[src/rtl/sys_tick_timer.sv]
module sys_tick_timer #(
  parameter int DATA_W = 32,
  parameter int STEP_W = 8,
  parameter int ADDR_W = 4,
  parameter int FAST_STEP_RST = 1,
  parameter int SLOW_STEP_RST = 2
) (
  input  logic              clk,
  input  logic              rst_n,
  input  logic              clk_sel,
  input  logic              wr_en,
  input  logic [ADDR_W-1:0] wr_addr,
  input  logic [DATA_W-1:0] wr_data,
  input  logic [ADDR_W-1:0] rd_addr,
  output logic [DATA_W-1:0] rd_data,
  output logic              irq
);
  localparam int CNT_W = 2 * DATA_W;
  localparam logic [ADDR_W-1:0] A_CTRL = 0, A_SNAP_LO = 1, A_SNAP_HI = 2,
    A_LOAD_LO = 3, A_LOAD_HI = 4, A_STEP_F = 5, A_STEP_S = 6, A_CFG = 7,
    A_TGT_LO = 8, A_TGT_HI = 9, A_PER_LO = 10, A_PER_HI = 11, A_STAT = 12;

  logic [CNT_W-1:0]  cnt, snap, load, tgt, per;
  logic [STEP_W-1:0] step_f, step_s;
  logic              src_q, snap_pend, snap_valid, alm_en, periodic;

  function automatic logic wsel(input logic [ADDR_W-1:0] a);
    return wr_en && (wr_addr == a);
  endfunction

  wire snap_req = wsel(A_CTRL) && wr_data[0];
  wire apply    = wsel(A_CTRL) && wr_data[1];
  wire cfg_wr   = wsel(A_CFG);
  wire clr_wr   = wsel(A_STAT) && wr_data[0];
  wire hit      = alm_en && (cnt >= tgt);
  wire [STEP_W-1:0] step = src_q ? step_s : step_f;

  always_ff @(posedge clk) begin
    if (!rst_n) begin
      cnt   <= '0;
      src_q <= 1'b0;
    end else begin
      cnt   <= apply ? load : cnt + CNT_W'(step);
      src_q <= clk_sel;
    end
  end

  always_ff @(posedge clk) begin
    if (!rst_n) begin
      snap       <= '0;
      snap_pend  <= 1'b0;
      snap_valid <= 1'b0;
    end else if (snap_req) begin
      snap_pend  <= 1'b1;
      snap_valid <= 1'b0;
    end else if (snap_pend) begin
      snap       <= cnt;
      snap_pend  <= 1'b0;
      snap_valid <= 1'b1;
    end
  end

  always_ff @(posedge clk) begin
    if (!rst_n) begin
      load   <= '0;
      per    <= '0;
      step_f <= STEP_W'(FAST_STEP_RST);
      step_s <= STEP_W'(SLOW_STEP_RST);
    end else begin
      if (wsel(A_LOAD_LO)) load[DATA_W-1:0]     <= wr_data;
      if (wsel(A_LOAD_HI)) load[CNT_W-1:DATA_W] <= wr_data;
      if (wsel(A_PER_LO))  per[DATA_W-1:0]      <= wr_data;
      if (wsel(A_PER_HI))  per[CNT_W-1:DATA_W]  <= wr_data;
      if (wsel(A_STEP_F))  step_f <= wr_data[STEP_W-1:0];
      if (wsel(A_STEP_S))  step_s <= wr_data[STEP_W-1:0];
    end
  end

  always_ff @(posedge clk) begin
    if (!rst_n) begin
      tgt      <= '0;
      alm_en   <= 1'b0;
      periodic <= 1'b0;
      irq      <= 1'b0;
    end else begin
      if (hit) begin
        if (periodic) tgt <= tgt + per;
        else alm_en <= 1'b0;
      end
      if (wsel(A_TGT_LO)) tgt[DATA_W-1:0]     <= wr_data;
      if (wsel(A_TGT_HI)) tgt[CNT_W-1:DATA_W] <= wr_data;
      if (cfg_wr) begin
        alm_en   <= wr_data[0];
        periodic <= wr_data[1];
      end
      irq <= hit | (irq & ~clr_wr);
    end
  end

  always_comb begin
    rd_data = '0;
    case (rd_addr)
      A_CTRL:    rd_data = DATA_W'(snap_valid);
      A_SNAP_LO: rd_data = snap[DATA_W-1:0];
      A_SNAP_HI: rd_data = snap[CNT_W-1:DATA_W];
      A_LOAD_LO: rd_data = load[DATA_W-1:0];
      A_LOAD_HI: rd_data = load[CNT_W-1:DATA_W];
      A_STEP_F:  rd_data = DATA_W'(step_f);
      A_STEP_S:  rd_data = DATA_W'(step_s);
      A_CFG:     rd_data = DATA_W'({periodic, alm_en});
      A_TGT_LO:  rd_data = tgt[DATA_W-1:0];
      A_TGT_HI:  rd_data = tgt[CNT_W-1:DATA_W];
      A_PER_LO:  rd_data = per[DATA_W-1:0];
      A_PER_HI:  rd_data = per[CNT_W-1:DATA_W];
      A_STAT:    rd_data = DATA_W'(irq);
      default:   rd_data = '0;
    endcase
  end

  a_r4_valid_drops: assert property (@(posedge clk) disable iff (!rst_n)
    snap_req |=> !snap_valid);
  a_r4_valid_rises: assert property (@(posedge clk) disable iff (!rst_n)
    (snap_pend && !snap_req) |=> snap_valid);
  a_r8_irq_needs_enable: assert property (@(posedge clk) disable iff (!rst_n)
    $rose(irq) |-> $past(alm_en));
  a_r7_sticky: assert property (@(posedge clk) disable iff (!rst_n)
    (irq && !clr_wr) |=> irq);
  a_r9_oneshot_disarms: assert property (@(posedge clk) disable iff (!rst_n)
    (hit && !periodic && !cfg_wr) |=> !alm_en);
  a_r10_periodic_armed: assert property (@(posedge clk) disable iff (!rst_n)
    (hit && periodic && !cfg_wr) |=> alm_en);
endmodule

[config.mk]
export PLATFORM = sky130hd
export DESIGN_NAME = sys_tick_timer
export DESIGN_NICKNAME = d
export VERILOG_FILES = /design/src/rtl/sys_tick_timer.sv
export SDC_FILE = /design/constraint.sdc
export NUM_CORES = 1
export LEC_CHECK = 0
export ABC_CLOCK_PERIOD_IN_PS = 3700
export BUFFER_PORTS_ARGS = -buffer_cell sky130_fd_sc_hd__buf_4
export CORE_MARGIN = 5
export CORE_UTILIZATION = 60
export CTS_BUF_LIST = sky130_fd_sc_hd__clkbuf_4
export DETAILED_ROUTE_END_ITERATION = 12
export PLACE_DENSITY = 0.78
export SYNTH_ARGS = -nofsm -noshare
export SYNTH_HDL_FRONTEND = slang
export SYNTH_SLANG_ARGS = --single-unit
export TNS_END_PERCENT = 30
[constraint.sdc]
create_clock -name clk -period 3.7 [get_ports clk]
set_input_delay 0.74 -clock clk [delete_from_list [all_inputs] [get_ports clk]]
set_output_delay 0.74 -clock clk [all_outputs]
set_load 0.02 [all_outputs]
# == After elaboration in Yosys (flattened, before gate mapping) ==
# Cells that the tools add are included.
# totals
regBits,342
latchBits,0
ramBits,0
mem_bits_ro,0
inputBits,44
output_inout_bits,33
memories,0
# op_classes
addsub,2
mul,0
n_div,0
order_cmp,1
eq_ne,23
shift,0
mux,11
bitwise_logic,5
n_reduce_logical,27
# op_table
operator,count
case mux 32 bit (13 select lines),1
two-way mux 64 bit,3
adder 64 bit,1
adder 64 x 8 -> 64 bit,1
>= comparator 64 bit,1
two-way mux 32 bit,2
"equality test 4 bit, second input constant",10
"equality test 4 x 3 -> 1 bit, second input constant",8
logical AND 1 bit,15
"equality test 4 x 2 -> 1 bit, second input constant",3
nonzero test 2 bit,5
zero test 4 bit,2
two-way mux 8 bit,1
AND reduction 2 bit,4
"equality test 4 x 1 -> 1 bit, second input constant",1
two-way mux 1 bit,4
NOT 1 bit,3
"inequality test 2 x 1 -> 1 bit, second input constant",1
OR reduction 2 bit,1
bitwise AND 1 bit,1
bitwise OR 1 bit,1

# == Depth between registers and ports, before layout ==
# Gate-level depths: netlist (run 1).
# logic_depth
word_depth,6
mapped_depth,15

# == Worst setup path after synthesis (run 1) ==
# OpenSTA, ideal clock, no wires.
# synth_path
kind,register -> register
startpoint,register src_q
endpoint,register cnt[34]
setup_ns,0.086
t_arrival_ns,3.179
t_required_ns,3.614
setup_slack_ns,0.436
path_stages_with_launch,16
path_cell_list,dfxtp_1 -> clkbuf_1 -> mux2_2 -> ha_1 -> inv_1 -> fa_1 -> nor2b_1 -> o21ai_0 -> a21boi_0 -> o21ai_0 -> a21boi_1 -> o21ai_0 -> a2111oi_2 -> nand3_1 -> xor2_1 -> a211oi_1
# synth_via
elab_chain_len,3
# synth_rtl
item,line,rtl
start: declaration,25,"logic src_q, snap_pend, snap_valid, alm_en, periodic;"
start signal: assignment,44,src_q <= clk_sel;
two-way mux 8 bit,36,wire [STEP_W-1:0] step = src_q ? step_s : step_f;
adder 64 x 8 -> 64 bit,43,cnt <= apply ? load : cnt + CNT_W'(step);
two-way mux 64 bit,43,
end signal: assignment,43,
end: declaration,23,"logic [CNT_W-1:0] cnt, snap, load, tgt, per;"
# Every way passes these cells.
# A chain may end at the register's enable or synchronous reset.

# == Final worst setup path (run 1) ==
# layout_path
startpoint,register tgt[1]
endpoint,register tgt[40]
# layout_via
elab_chain_len,4
word_cells_on_any_way,8
cone_classes,1 x add/sub; 1 x order compare; 3 x mux; 3 x reduce/logical
# layout_rtl
item,line,rtl
start: declaration,23,
start signal: assignment,87,if (periodic) tgt <= tgt + per;
start signal: indexed assignment,90,if (wsel(A_TGT_LO)) tgt[DATA_W-1:0] <= wr_data;
start signal: indexed assignment,91,if (wsel(A_TGT_HI)) tgt[CNT_W-1:DATA_W] <= wr_data;
adder 64 bit or >= comparator 64 bit (tied branches),"87, 35",
two-way mux 64 bit or logical AND 1 bit (tied branches),"87, 35",
two-way mux 64 bit or nonzero test 2 bit (tied branches),-,
two-way mux 32 bit or AND reduction 2 bit (tied branches),-,
# Several ways; a longest one is shown, not always the timed one. The select of a mux whose other input is x is not followed.

==> results of run 1 <==
state kept, by name, summed over array words and instances (netlist names):
register,count
cnt,64
load,64
per,64
snap,64
tgt,64
step_f,8
step_s,8
alm_en,1
irq,1
periodic,1
snap_pend,1
snap_valid,1
src_q,1
routing by layer:
metal | share of wire | vias up | wire, um | global-route usage
met5 | 0 | - | 0 | 0
met4 | 0.044 | 0 | 3840 | 0.172
met3 | 0.19 | 260 | 16200 | 0.220
met2 | 0.38 | 1731 | 33100 | 0.575
met1 | 0.39 | 10500 | 34000 | 0.605
li1 | - | 9948 | - | -
final timing paths:
check,start,to,depth (start not counted)
worst max-delay path,tgt[1],tgt[40],12
worst min register to register,snap[43],snap[43],2
worst max register to register,tgt[1],tgt[40],12
worst min-delay path,clk_sel,src_q,2
power by group through the flow:
stage                     combinational, mW  clock, mW  sequential (mW)
after floorplan                       0.383          0             3.85
after global placement                0.674          0             3.88
after detailed placement              0.681          0             3.89
after CTS                             0.684       3.48             3.80
final                                 0.719       3.48             3.81
after global routing                  0.750       3.71             3.81
Yosys cell counts (18+ instances only):
library cell / n
nor4_1: 20
a21o_1: 55
xor2_1: 51
nand4_1: 74
a22oi_1: 108
nor3_1: 27
a21oi_1: 372
inv_1: 100
nand2_1: 509
xnor2_1: 62
ha_1: 135
o21ai_0: 100
a221oi_1: 18
dfxtp_1: 342
a211oi_1: 77
clkbuf_1: 167
nand3_1: 54
mux2i_1: 31
nor2_1: 186
kinds of logic after synthesis:
group | after synthesis | synth area share
XOR/XNOR | 113 | 0.0478
buffers and inverters | 287 | 0.0528
AO/OA/AOI/OAI | 847 | 0.255
AND/OR/NAND/NOR | 967 | 0.209
multiplexers | 41 | 0.0210
flip-flops | 342 | 0.331
adder cells (fa/ha/maj) | 137 | 0.0835
worst max-delay path: cells and delay by family (launching register included):
family          cells  cell delay, ns
compound gates      7            1.85
xor+xnor            1            0.15
fa+ha+maj           1            0.50
buf+inv             1            0.26
flops               1            0.48
simple gates        2            0.38
through the flow:
step	instances	power, mW	setup TNS (ns)	hold slack [ns]	setup slack, ns
detailed placement	3180	4.57	-0.0630	0.446	-0.0487
global placement	3180	4.56	-0.133	0.442	-0.0799
floorplan	2734	4.23	0	0.432	0.436
CTS	3341	7.97	0	0.152	0.0562
finish	3347	8.02	0	0.193	0.0135
global route	3345	8.27	-0.0782	0.150	-0.0578
cell type report:
cell class | count | area [um2] | share of cell area
diodes | 5 | 12.5 | 0.000535
inverters | 101 | 387 | 0.0165
flip-flops and latches | 342 | 6850 | 0.293
clock inverters | 22 | 125 | 0.00535
multi-input cells | 2105 | 12900 | 0.551
well taps | 455 | 569 | 0.0243
repair buffers | 178 | 1510 | 0.0646
clock buffers | 139 | 1040 | 0.0446
cells in the final DEF (no fill, tap or decap), types with 20 or more instances in the layout:
cell type,n
nand2_1,506
a21oi_1,368
dfxtp_1,341
nor2_1,178
buf_4,164
clkbuf_4,139
ha_1,135
a22oi_1,108
inv_1,100
o21ai_0,99
a211oi_1,77
nand4_1,74
xnor2_1,62
a21o_1,55
nand3_1,54
xor2_1,51
mux2i_1,31
nor3_1,21
nor4_1,20
what timing repair did:
action | in CTS | in global routing
setup endpoints to repair | 2 | 19
setup buffers | 0 | 1
endpoints found under the hold margin | 0 | 0
pin swaps | 0 | 2
resized for setup | 1 | 11
==> metrics.csv, run 1 <==
metric,value,unit
total_power_density_per_cell_area,343,nW/um2
path_max_fanout,4,
gp_congestion,1.05,
max_clock_freq,0.271,GHz
synth_edf_count,0,
fp.dieH,196,um
mean_post_synth_cell_area,7.58,um2
post_route_cells_drive_above_1_share,0.136,
via_count,22400,
design.final.nets,3003,
grt_start_max_net_pins,118,
crit_path_cell_trace,"inv_1, fa_1, nand2b_1, a21oi_2, o2111ai_1, a31oi_1, nor2_1, o31ai_2, a21oi_1, xor2_1, o21ai_0, o211a_1",
critPathLaunchType,flop,
cts_tree,done,
io_pins,77,
final_core_util,0.682,
wl,87.1,mm
first_iter_violations,3126,
core_region_area,34300,um2
yosysTopAreaCellShare,0.331,
hpwlAfterDp,63.9,mm
crit_required,4.46,ns
min-delay-path-class,in -> reg,
path_class,reg -> reg,
clock_tree_root,clkbuf_4,
synthesized_instance_count,2734,
clock_insertion_delay_worst_skew,0.83,ns
grt_overflow_total,0,
yosys.area.top_type,dfxtp_1,
rows,68,
detailedRoute.firstPassIterationCount,6,
clock_sinks,342,
finalClockSkew,0.0536,ns
initial_core_util,0.604,
period_minus_slack,3.69,ns
htree_num_levels,3,
number_of_input_and_output_port_buffers_inserted,76,
synth.net_count,2915,
synth-warning-count,0,
worst_voltage_drop_across_the_vdd_grid,323,uV
antenna_found_initial,3,
numCtsBuffers,94,
seqPwrFrac,0.476,
worst_path_largest_cell_delay,0.50,ns
post_cts_hold_buffer_count,0,
power_frac_clock,0.435,
setup.reg_to_reg.worst_slack,0.01,ns
run_status,finished clean,
antenna_left,0,
combined_area_of_all_synthesized_cells,20700,um2
die_x,196,um
placement.cell_area,22100,um2
fillerInstances,3029,
critPathArrivalTime,4.44,ns
timing.max_cap.violations,0,
final_hold_viol_count,0,
yosys_most_used_dff,dfxtp_1,
switchingPower,2.28,mW
setup.worst_path.end_class,flop,
finalSetupViolations,0,
fp.dieArea,38300,um2
synth.ff_latch_count,342,
detail_route.vias_per_cell,6.70,
swShare,0.284,
layout_area_growth_over_synthesis,12.9,%
max-slew-margin-rel,0.245,
ys_seq_area_frac,0.331,
share_comb_of_total_power,0.090,
worstMarginPinSlew,1.13,ns
fin_area,23400,um2
number_of_global_route_vias_before_repair,20900,
drc_violations_left,0,
synth.distinct_cells,83,
crit_path_top_delay_cell,fa_1,
period_share,0.996,
grt_pass1_wl,129,mm
max-clock-path-buffers,3,
groute.usage.overall,0.437,
async_reset_ff_frac,0,
leakage,9.05,nW
ys_top_cells_by_area,"dfxtp_1 33%, nand2_1 9.2%, a21oi_1 9.0%, ha_1 8.2%, a22oi_1 3.9%",
clk_pin_slew,0.06,ns
grt_setup_unrepaired,yes,
wirelength_per_cell,26.0,um
internal_power,5.74,mW
final_max_slew_viol_count,0,
(Power assumes the default switching activity.)
==> inputs of run 2 (changes only) <==
ABC_CLOCK_PERIOD_IN_PS = 4250   (was 3700)
clock period = 4.25 ns   (was 3.7 ns; I/O delays follow)
==> metrics.csv, run 2 (synthesized netlist as in run 1, its figures left out) <==
metric,value,unit,change
layout.cells.most_common_list,"506 x nand2_1, 372 x a21oi_1, 342 x dfxtp_1, 178 x nor2_1, 144 x buf_4",,
total_power_density_per_cell_area,302,nW/um2,-12%
leakage,8.86,nW,-2.1%
final_max_slew_viol_count,0,,unchanged
detail_route.vias_per_cell,6.72,,+0.28%
wl,85.3,mm,-2.1%
clock_sinks,342,,unchanged
fillerInstances,3018,,-0.36%
multiInputGateArea,12800,um2,-0.39%
crit_path_cell_trace,"mux2i_1, inv_1, ha_1, a21o_1, a21oi_1, o21ai_0, a21oi_1, o21ai_0, a21oi_1, buf_4, nor2_1, or4b_1, or4_1, nand3_1",,
fin_area,23000,um2,-1.5%
layout_setup_ws,0.340,ns,+0.326 ns
final_core_util,0.672,,-0.0104
setup_tns,0,ns,unchanged
grt_overflow_total,0,,unchanged
dp_worst_setup_slack,0.540,ns,+0.589 ns
period_minus_slack,3.91,ns,+0.224 ns
rows,68,,unchanged
path_max_fanout,8,,+4
path_class,reg -> reg,,
die_x,196,um,unchanged
fp.dieH,196,um,unchanged
period_share,0.920,,-0.0762
number_of_global_route_vias_before_repair,20700,,-0.94%
wirelength_per_cell,25.7,um,-1.4%
numCtsBuffers,94,,unchanged
postCtsSetupRepairBufs,0,,unchanged
finalClockSkew,0.0883,ns,+0.0347 ns
antenna_found_initial,2,,-1
via_count,22300,,-0.47%
seqCellArea,6850,um2,about the same
fp.dieArea,38300,um2,unchanged
grt_setup_unrepaired,no,,
crit_path_top_delay_cell,dfxtp_1,,
hpwlAfterDp,63.0,mm,-1.4%
post_cts_hold_buffer_count,0,,unchanged
crit_required,5.02,ns,+0.56 ns
max-slew-margin-rel,0.239,,-0.00582
groute.usage.overall,0.429,,-0.00787
drc_violations_left,0,,unchanged
final_hold_viol_count,0,,unchanged
finalSetupViolations,0,,unchanged
placement.cell_area,21800,um2,-1.4%
gp_congestion,1.05,,-0.17%
antenna_left,0,,unchanged
worstMarginPinSlew,1.14,ns,+0.00453 ns
detailedRoute.firstPassIterationCount,6,,unchanged
io_pins,77,,unchanged
clock_insertion_delay_worst_skew,0.87,ns,+0.04 ns
cts_tree,done,,
grt_pass1_wl,127,mm,-1.2%
initial_core_util,0.604,,unchanged
worst_path_largest_cell_delay,0.58,ns,+0.08 ns
run_status,finished clean,,
critPathLaunchType,flop,,
timing.max_cap.violations,0,,unchanged
post_cts.resized_instances,0,,-1
first_iter_violations,3419,,+9.4%
max-clock-path-buffers,3,,unchanged
hold_ws,0.286,ns,+0.0929 ns
design.final.nets,2975,,-0.93%
layout.cells.most_common,nand2_1,,
critPathArrivalTime,4.68,ns,+0.24 ns
critPathMostFrequentCell,a21oi_1,,
post_route_cells_drive_above_1_share,0.124,,-0.0128
clk_pin_slew,0.06,ns,about the same
htree_num_levels,3,,unchanged
core_region_area,34300,um2,unchanged
min-delay-path-class,in -> reg,,
max_clock_freq,0.256,GHz,-5.7%
grt_start_max_net_pins,109,,-7.6%
setup.worst_path.end_class,flop,,
layout_area_growth_over_synthesis,11.2,%,
number_of_input_and_output_port_buffers_inserted,76,,unchanged
worst_voltage_drop_across_the_vdd_grid,237,uV,-26%
clock_tree_root,clkbuf_4,,
[run 2: cell count changes in the layout (fill, tap and decap cells not counted), sizes merged]
cell | previous run | this run
clkbuf | 139 | 138
clkinv | 18 | 21
clkinvlp | 0 | 1
buf | 178 | 150
[run 2: critical path: cells and delay by family (launching register included)]
family | cells | cell delay, ns
mux | 1 | 0.41
flops | 1 | 0.58
simple gates | 4 | 1.23
fa+ha+maj | 1 | 0.28
buf+inv | 2 | 0.28
compound gates | 6 | 1.05
[run 2: power by group]
part	switching, mW	internal [mW]
Sequential	0.0732	3.25
Combinational	0.406	0.188
Clock	1.50	1.54
Total	1.98	4.98
[run 2: final cells by class]
cell class                 count  share of cell area
sequential                   342               0.297
clock inverter                26             0.00592
tap                          455              0.0247
multi-input combinational   2105               0.558
clock buffer                 138              0.0450
antenna                        5            0.000543
inverter                     101              0.0168
timing repair buffer         150              0.0522
[run 2: final timing paths]
check | depth (start not counted) | end | slack (ns) | startpoint
hold reg to reg | 2 | snap[43] | 0.45 | snap[43]
hold / removal | 2 | src_q | 0.29 | clk_sel
setup / recovery | 14 | cnt[63] | 0.34 | src_q
setup reg to reg | 14 | cnt[63] | 0.34 | src_q
[run 2: per-stage QoR]
step,power (mW),std cells
2_1_floorplan,3.69,2734
3_3_place_gp,3.94,3153
3_5_place_dp,3.95,3153
4_1_cts,6.92,3317
5_1_grt,7.17,3322
6_report,6.95,3322
[run 2: routing by layer]
| layer | up-vias | share of wire | GRT usage |
|---|---|---|---|
| met4 | 0 | 0.037 | 0.131 |
| met1 | 10400 | 0.39 | 0.609 |
| met5 | - | 0 | 0 |
| li1 | 9901 | - | - |
| met2 | 1740 | 0.39 | 0.582 |
| met3 | 244 | 0.19 | 0.194 |
